==> src/rtl/pwm_bank_pkg.sv <==
package pwm_bank_pkg;

    localparam int NUM_CH     = 7;
    localparam int NUM_SRC    = 5;
    localparam int SEL_W      = 3;
    localparam int CNT_W      = 16;
    localparam int ADDR_W     = 8;
    localparam int DATA_W     = 32;

    // derived field layout
    localparam int BYP_LSB    = SEL_W * NUM_CH;
    localparam int SRC_BITS   = BYP_LSB + NUM_CH;
    localparam int TMODE_LSB  = NUM_CH;
    localparam int OE_BITS    = 2 * NUM_CH;
    localparam int CNT_STRIDE = 8;

    localparam logic [ADDR_W-1:0] A_SRC      = 8'h00;
    localparam logic [ADDR_W-1:0] A_OE       = 8'h04;
    localparam logic [ADDR_W-1:0] A_PRE      = 8'h08;
    localparam logic [ADDR_W-1:0] A_POST     = 8'h0C;
    localparam logic [ADDR_W-1:0] A_CNT_BASE = 8'h10;
    localparam int                CNT_END    = 16 + CNT_STRIDE * NUM_CH;

    typedef enum logic {
        PH_HIGH = 1'b0,
        PH_LOW  = 1'b1
    } phase_t;

    typedef struct packed {
        logic [SEL_W-1:0] sel;
        logic             bypass;
        logic             pre_en;
        logic             post_en;
        logic             out_en;
        logic [CNT_W-1:0] hi_m1;
        logic [CNT_W-1:0] lo_m1;
    } chan_cfg_t;

    function automatic logic pick_tick(input logic [SEL_W-1:0] sel,
                                       input logic [NUM_SRC-1:0] ticks);
        logic r;
        r = 1'b0;
        for (int i = 0; i < NUM_SRC; i++) begin
            if (sel == SEL_W'(i)) r = ticks[i];
        end
        return r;
    endfunction

endpackage

==> src/rtl/pwm_bank_regs.sv <==
module pwm_bank_regs
    import pwm_bank_pkg::*;
(
    input  logic                         clk,
    input  logic                         rst,
    input  logic [ADDR_W-1:0]            addr,
    input  logic                         wr_en,
    input  logic [DATA_W-1:0]            wr_data,
    output logic [DATA_W-1:0]            rd_data,
    output chan_cfg_t [NUM_CH-1:0]       cfg
);

    logic [SRC_BITS-1:0] src_q;
    logic [OE_BITS-1:0]  oe_q;
    logic [NUM_CH-1:0]   pre_q;
    logic [NUM_CH-1:0]   post_q;
    logic [CNT_W-1:0]    hi_q [NUM_CH];
    logic [CNT_W-1:0]    lo_q [NUM_CH];

    // per-channel count register decode
    logic [ADDR_W-1:0]   cnt_off;
    logic                in_cnt;
    logic [ADDR_W-4:0]   cnt_ch;

    assign cnt_off = addr - A_CNT_BASE;
    assign in_cnt  = (int'(addr) >= int'(A_CNT_BASE)) && (int'(addr) < CNT_END)
                     && (addr[1:0] == 2'b00);
    assign cnt_ch  = cnt_off[ADDR_W-1:3];

    always_ff @(posedge clk) begin
        if (rst) begin
            src_q  <= '0;
            oe_q   <= '0;
            pre_q  <= '0;
            post_q <= '0;
            for (int n = 0; n < NUM_CH; n++) begin
                hi_q[n] <= '0;
                lo_q[n] <= '0;
            end
        end else if (wr_en) begin
            case (addr)
                A_SRC:   src_q  <= wr_data[SRC_BITS-1:0];
                A_OE:    oe_q   <= wr_data[OE_BITS-1:0];
                A_PRE:   pre_q  <= wr_data[NUM_CH-1:0];
                A_POST:  post_q <= wr_data[NUM_CH-1:0];
                default: ;
            endcase
            for (int n = 0; n < NUM_CH; n++) begin
                if (in_cnt && int'(cnt_ch) == n) begin
                    if (addr[2]) lo_q[n] <= wr_data[CNT_W-1:0];
                    else         hi_q[n] <= wr_data[CNT_W-1:0];
                end
            end
        end
    end

    always_comb begin
        rd_data = '0;
        case (addr)
            A_SRC:   rd_data[SRC_BITS-1:0] = src_q;
            A_OE:    rd_data[OE_BITS-1:0]  = oe_q;
            A_PRE:   rd_data[NUM_CH-1:0]   = pre_q;
            A_POST:  rd_data[NUM_CH-1:0]   = post_q;
            default: ;
        endcase
        for (int n = 0; n < NUM_CH; n++) begin
            if (in_cnt && int'(cnt_ch) == n) begin
                rd_data[CNT_W-1:0] = addr[2] ? lo_q[n] : hi_q[n];
            end
        end
    end

    for (genvar n = 0; n < NUM_CH; n++) begin : g_cfg
        assign cfg[n].sel     = src_q[SEL_W*n +: SEL_W];
        assign cfg[n].bypass  = src_q[BYP_LSB + n];
        assign cfg[n].pre_en  = pre_q[n];
        assign cfg[n].post_en = post_q[n];
        assign cfg[n].out_en  = oe_q[n];
        assign cfg[n].hi_m1   = hi_q[n];
        assign cfg[n].lo_m1   = lo_q[n];
    end

endmodule

==> src/rtl/pwm_bank_chan.sv <==
module pwm_bank_chan
    import pwm_bank_pkg::*;
(
    input  logic               clk,
    input  logic               rst,
    input  chan_cfg_t          cfg,
    input  logic [NUM_SRC-1:0] ticks,
    output logic               wave
);

    logic             tick;
    logic             run;
    logic             level;
    phase_t           phase_q;
    logic [CNT_W-1:0] cnt_q;
    logic [CNT_W-1:0] hi_sh;
    logic [CNT_W-1:0] lo_sh;

    assign tick = pick_tick(cfg.sel, ticks);
    assign run  = cfg.pre_en && !cfg.bypass;

    always_ff @(posedge clk) begin
        if (rst) begin
            phase_q <= PH_HIGH;
            cnt_q   <= '0;
            hi_sh   <= '0;
            lo_sh   <= '0;
        end else if (!run) begin
            // held at start of high phase; lengths track the registers
            phase_q <= PH_HIGH;
            cnt_q   <= '0;
            hi_sh   <= cfg.hi_m1;
            lo_sh   <= cfg.lo_m1;
        end else if (tick) begin
            if (phase_q == PH_HIGH) begin
                if (cnt_q == hi_sh) begin
                    phase_q <= PH_LOW;
                    cnt_q   <= '0;
                end else begin
                    cnt_q   <= cnt_q + 1'b1;
                end
            end else begin
                if (cnt_q == lo_sh) begin
                    phase_q <= PH_HIGH;
                    cnt_q   <= '0;
                    hi_sh   <= cfg.hi_m1;
                    lo_sh   <= cfg.lo_m1;
                end else begin
                    cnt_q   <= cnt_q + 1'b1;
                end
            end
        end
    end

    assign level = cfg.bypass ? tick : (phase_q == PH_HIGH);
    assign wave  = cfg.pre_en && cfg.post_en && cfg.out_en && level;

    // counter never runs past the active phase length
    assert_cnt_in_phase_R4: assert property (@(posedge clk) disable iff (rst)
        (phase_q == PH_HIGH) |-> (cnt_q <= hi_sh));
    assert_cnt_in_low_R4: assert property (@(posedge clk) disable iff (rst)
        (phase_q == PH_LOW) |-> (cnt_q <= lo_sh));

    // no selected tick: nothing moves
    assert_freeze_no_tick_R3: assert property (@(posedge clk) disable iff (rst)
        $past(run && !tick) |-> ($stable(cnt_q) && $stable(phase_q)));

    // counter enable low pulls the channel to the start of high phase
    assert_pre_hold_R5: assert property (@(posedge clk) disable iff (rst)
        !cfg.pre_en |=> (cnt_q == '0 && phase_q == PH_HIGH));

    // lengths only change at a period boundary
    assert_shadow_stable_R8: assert property (@(posedge clk) disable iff (rst)
        (phase_q == PH_HIGH && cnt_q != '0) |-> ($stable(hi_sh) && $stable(lo_sh)));

endmodule

==> src/rtl/pwm_bank.sv <==
module pwm_bank
    import pwm_bank_pkg::*;
(
    input  logic                clk,
    input  logic                rst,
    input  logic [ADDR_W-1:0]   reg_addr,
    input  logic                reg_wr_en,
    input  logic [DATA_W-1:0]   reg_wr_data,
    output logic [DATA_W-1:0]   reg_rd_data,
    input  logic [NUM_SRC-1:0]  src_tick,
    output logic [NUM_CH-1:0]   pwm_out
);

    chan_cfg_t [NUM_CH-1:0] cfg;

    pwm_bank_regs u_regs (
        .clk     (clk),
        .rst     (rst),
        .addr    (reg_addr),
        .wr_en   (reg_wr_en),
        .wr_data (reg_wr_data),
        .rd_data (reg_rd_data),
        .cfg     (cfg)
    );

    for (genvar n = 0; n < NUM_CH; n++) begin : g_ch
        pwm_bank_chan u_chan (
            .clk   (clk),
            .rst   (rst),
            .cfg   (cfg[n]),
            .ticks (src_tick),
            .wave  (pwm_out[n])
        );

        assert_gate_low_R6: assert property (@(posedge clk) disable iff (rst)
            !(cfg[n].post_en && cfg[n].out_en) |-> !pwm_out[n]);
    end

    assert_reset_quiet_R1: assert property (@(posedge clk)
        $past(rst) |-> (pwm_out == '0));

endmodule

==> config.mk <==
export PLATFORM = sky130hd
export DESIGN_NAME = pwm_bank
export DESIGN_NICKNAME = d
export VERILOG_FILES = /design/src/rtl/pwm_bank_pkg.sv /design/src/rtl/pwm_bank_regs.sv /design/src/rtl/pwm_bank_chan.sv /design/src/rtl/pwm_bank.sv
export SDC_FILE = /design/constraint.sdc
export NUM_CORES = 1
export LEC_CHECK = 0
export BUFFER_PORTS_ARGS = -buffer_cell sky130_fd_sc_hd__clkbuf_2
export CORE_ASPECT_RATIO = 0.7
export CORE_UTILIZATION = 38
export CTS_CLUSTER_SIZE = 10
export DETAILED_ROUTE_END_ITERATION = 8
export GPL_TIMING_DRIVEN = 0
export PLACE_DENSITY_LB_ADDON = 0.1
export SETUP_SLACK_MARGIN = 0.3
export SYNTH_ARGS = -nofsm -noshare
export SYNTH_HDL_FRONTEND = slang
export SYNTH_HIERARCHICAL = 1
export SYNTH_SLANG_ARGS = --single-unit
==> constraint.sdc <==
create_clock -name clk -period 5.6 [get_ports clk]
set_input_delay 1.12 -clock clk [delete_from_list [all_inputs] [get_ports clk]]
set_output_delay 1.12 -clock clk [all_outputs]
set_load 0.01 [all_outputs]
==> results.yml <==
placement:
  place_inst: 4072
  place.gp.congestion: 0.966
  dp_slack_ps: -16.5
  dp_hpwl_um: 80500
  port_buffers: 77
  placed_cell_area_sq_um: 31500
power_and_ir_drop:
  p_switching_mw: 2.50
  p_comb_share_pct: 6.9
  ir_worst_vdd_uv: 173
  p_leak_nw: 11.1
  pwr-share-seq_pct: 49.3
  p_per_area_nw_per_um2: 302
  p_sw_share_pct: 24.5
  power.total_mw: 10.2
  p_int_mw: 7.72
  pwr-share-clk_pct: 43.8
hold_path:
  hp-class: "flip-flop to flip-flop"
timing:
  maxSlewHeadroom_pct: 3.51
  layout_min_cycle_time_ps: 5250
  setup_violations: 0
  hold_ws_ps: 498
  worstMarginPinSlew_ps: 1410
  fin_ws_ps: 350
  rsz0062_at_grt: "false"
  period_share_pct: 93.7
  drv_slew: 0
  hold_viol_final: 0
  clock.fmax_mhz: 190
  clock_skew_ps: 29.6
yosys:
  seq_area_frac_synth_pct: 49.3
  async_reset_ff_share_pct: 0
  synthSimpleGateAreaFrac_pct: 17.7
  synth_flop_cell: "dfxtp_1"
  syn_avg_cell_area_sq_um: 10.1
  synth-compound-area-share_pct: 5.15
  synthTopCellsByArea: "dfxtp_1 27%, edfxtp_1 23%, mux2i_1 11%"
  ys_types: 66
  synthAdderAreaFrac_pct: 0.378
  syn-cell-area_sq_um: 29800
  yosys_warnings: 6
  synth-seq-cells: 623
  netlist_instances: 2947
  synth_top_family_by_area: "simple AND/OR/NAND/NOR gates"
  synthMuxAreaShare_pct: 14.3
  synthXorXnorAreaFrac_pct: 8.87
  synth_edf_count: 224
  yosysTopAreaCell: "dfxtp_1"
  yosysTopAreaCellShare_pct: 26.8
critical_path:
  worstPathCellList: "clkbuf_2, inv_1, ha_1, clkbuf_2, or2_2, a2111o_1, clkbuf_2, o22ai_2, o2111ai_1, a22oi_1, clkbuf_2"
  path_max_fanout: 10
  critPathLaunchType: "input port"
  crit_path_max_incr_delay_ps: 500
  crit_top_cell: "clkbuf_2"
  cp_data_required_time_ps: 4480
  cp_slowest_cell: "a2111o_1"
  cp_top_family: "compound AO/OA/AOI/OAI gates"
  end_kind: "output port"
  cp_num_buf_inv: 5
  path_class: "input port to output port"
  arrival_ps: 4130
clocking:
  clockBufferDepth: 3
  insertion_delay_ps: 630
  cts_buffers: 73
  cts_tree: "done"
  cts.htree.levels: 3
  clock_sinks: 623
  cts.reportedPaths.clkPinSlew_ps: 60
  clock-root-buffer: "clkbuf_16"
  ctsHoldBuffers: 0
  post_cts_buffers: 0
floorplan:
  core_area_sq_um: 77300
  fp.dieH_um: 236
  row_count: 85
  num_io_pins: 87
  design.die.area_sq_um: 79600
  start_util_pct: 38.6
  die_x_um: 337
layout:
  stdcell_count: 4201
  final_area_sq_um: 33800
  drive_gt1_share_pct: 11.3
  layout_common_cells: "595 x nor2_1, 399 x dfxtp_1, 329 x mux2i_1, 259 x xnor2_1, 224 x edfxtp_1"
  layout.nets: 3160
  syn2layout_area_growth_pct: 13.4
  mostFrequentLayoutCell: "nor2_1"
grt:
  grt_max_degree: 17
  antenna_found_initial: 6
  grt_overflow: 0
  grt_pass1_vias: 21672
  grt_pass1_wl_um: 150000
  grt_use_total_pct: 26.0
detailed_routing:
  vias: 23134
  first_pass_iters: 5
  via_per_inst: 5.51
  drt.antenna.violating_nets: 0
  first_iter_violations: 2446
  drc: 0
  wl_per_cell_um: 24.9
  routed_wl_um: 104000
outcome:
  status: "complete, no violations"
job:
  maxCapViolCount: 0
[tightest hold or removal path: stages (launching register included)]
cell and delay [ps]:
dfxtp_1 330, nand2_1 60, a21oi_1 50
[per-layer routing]
| layer | vias up | part of all wire (%) | global-route usage (%) |
|---|---|---|---|
| met1 | 11519 | 49 | 40.8 |
| met3 | 129 | 8.9 | 5.40 |
| met4 | 6 | 1.8 | 5.50 |
| li1 | 10511 | - | - |
| met5 | - | 0.034 | 0 |
| met2 | 969 | 40 | 36.0 |
[flip-flops by register name (all words and copies together), names as in the netlist, 14 cells and up]
signal and count:
g_ch.u_chan/hi_sh 112, g_ch.u_chan/lo_sh 112, u_regs/src_q 28, g_ch.u_chan/cnt_q 112
u_regs/lo_q 112, u_regs/hi_q 112, u_regs/oe_q 14
[path summary, 6_finish.rpt]
kind                                                         endpoint  slack, ps                          start  cells past startpoint
worst max-delay path                                   reg_rd_data[2]        350                    reg_addr[4]                     11
worst min-delay path                    u_regs/src_q[19]$_SDFFE_PP0P_        500  u_regs/src_q[19]$_SDFFE_PP0P_                      2
worst max register to register  g_ch[1].u_chan/cnt_q[14]$_SDFFE_PP0N_       2850   u_regs/src_q[3]$_SDFFE_PP0P_                      6
worst min register to register          u_regs/src_q[19]$_SDFFE_PP0P_        500  u_regs/src_q[19]$_SDFFE_PP0P_                      2
[synthesized netlist by cell type, types with 10 or more instances]
library cell	count
a22oi_1	23
clkbuf_1	147
nand2b_1	44
edfxtp_1	224
nor2b_1	12
buf_2	37
a32oi_1	14
buf_6	25
nor2_1	595
and2_1	16
xor2_1	43
a31oi_1	16
buf_4	14
o21ai_0	37
nor4_1	28
inv_1	28
a21oi_1	56
mux2i_1	330
or3_1	10
nand3_1	80
or2_2	10
nand2_1	176
mux4_2	21
nor3_1	24
dfxtp_1	399
nand4_1	98
mux2_2	34
xnor2_1	259
[layout make-up]
cell class	count	area (sq um)
well taps	1044	1310
flip-flops and latches	623	14700
multi-input cells	2066	14000
fillers	7371	43500
plain buffers	233	1170
inverters	28	105
clock buffers	126	2160
diodes	2	5.00
clock inverters	1	16.3
repair buffers	78	397
[power by group through the flow]
stage / Clock (mW) / Combinational [mW] / Sequential (mW)
3_3_place_gp: 0 / 0.674 / 5.13
6_report: 4.48 / 0.702 / 5.04
5_1_grt: 4.76 / 0.742 / 5.06
2_1_floorplan: 0 / 0.425 / 5.05
4_1_cts: 4.56 / 0.690 / 5.04
3_5_place_dp: 0 / 0.685 / 5.14
[kinds of logic after synthesis]
logic type | count (synthesis)
xor gates and xnor gates | 302
muxes | 392
DFF | 623
adders and majority gates | 9
and+or+nand+nor | 1146
AOI/OAI and AO/OA | 213
other | 1
buffers and inverters | 261
[metrics by stage]
step	utilization [%]	TNS (ps)
global route	43.7	0
global placement	40.8	-0.844
CTS	43.7	0
detailed placement	40.8	-16.5
finish	43.7	0
floorplan	-	0
[repair_timing]
| action | in CTS | in global routing |
|---|---|---|
| setup endpoints to repair | 14 | 14 |
| resized for setup | 10 | 13 |
| hold endpoints to repair | 0 | 0 |
| pin swaps | 0 | 0 |
Note: power is estimated with default switching activity, not from simulation.
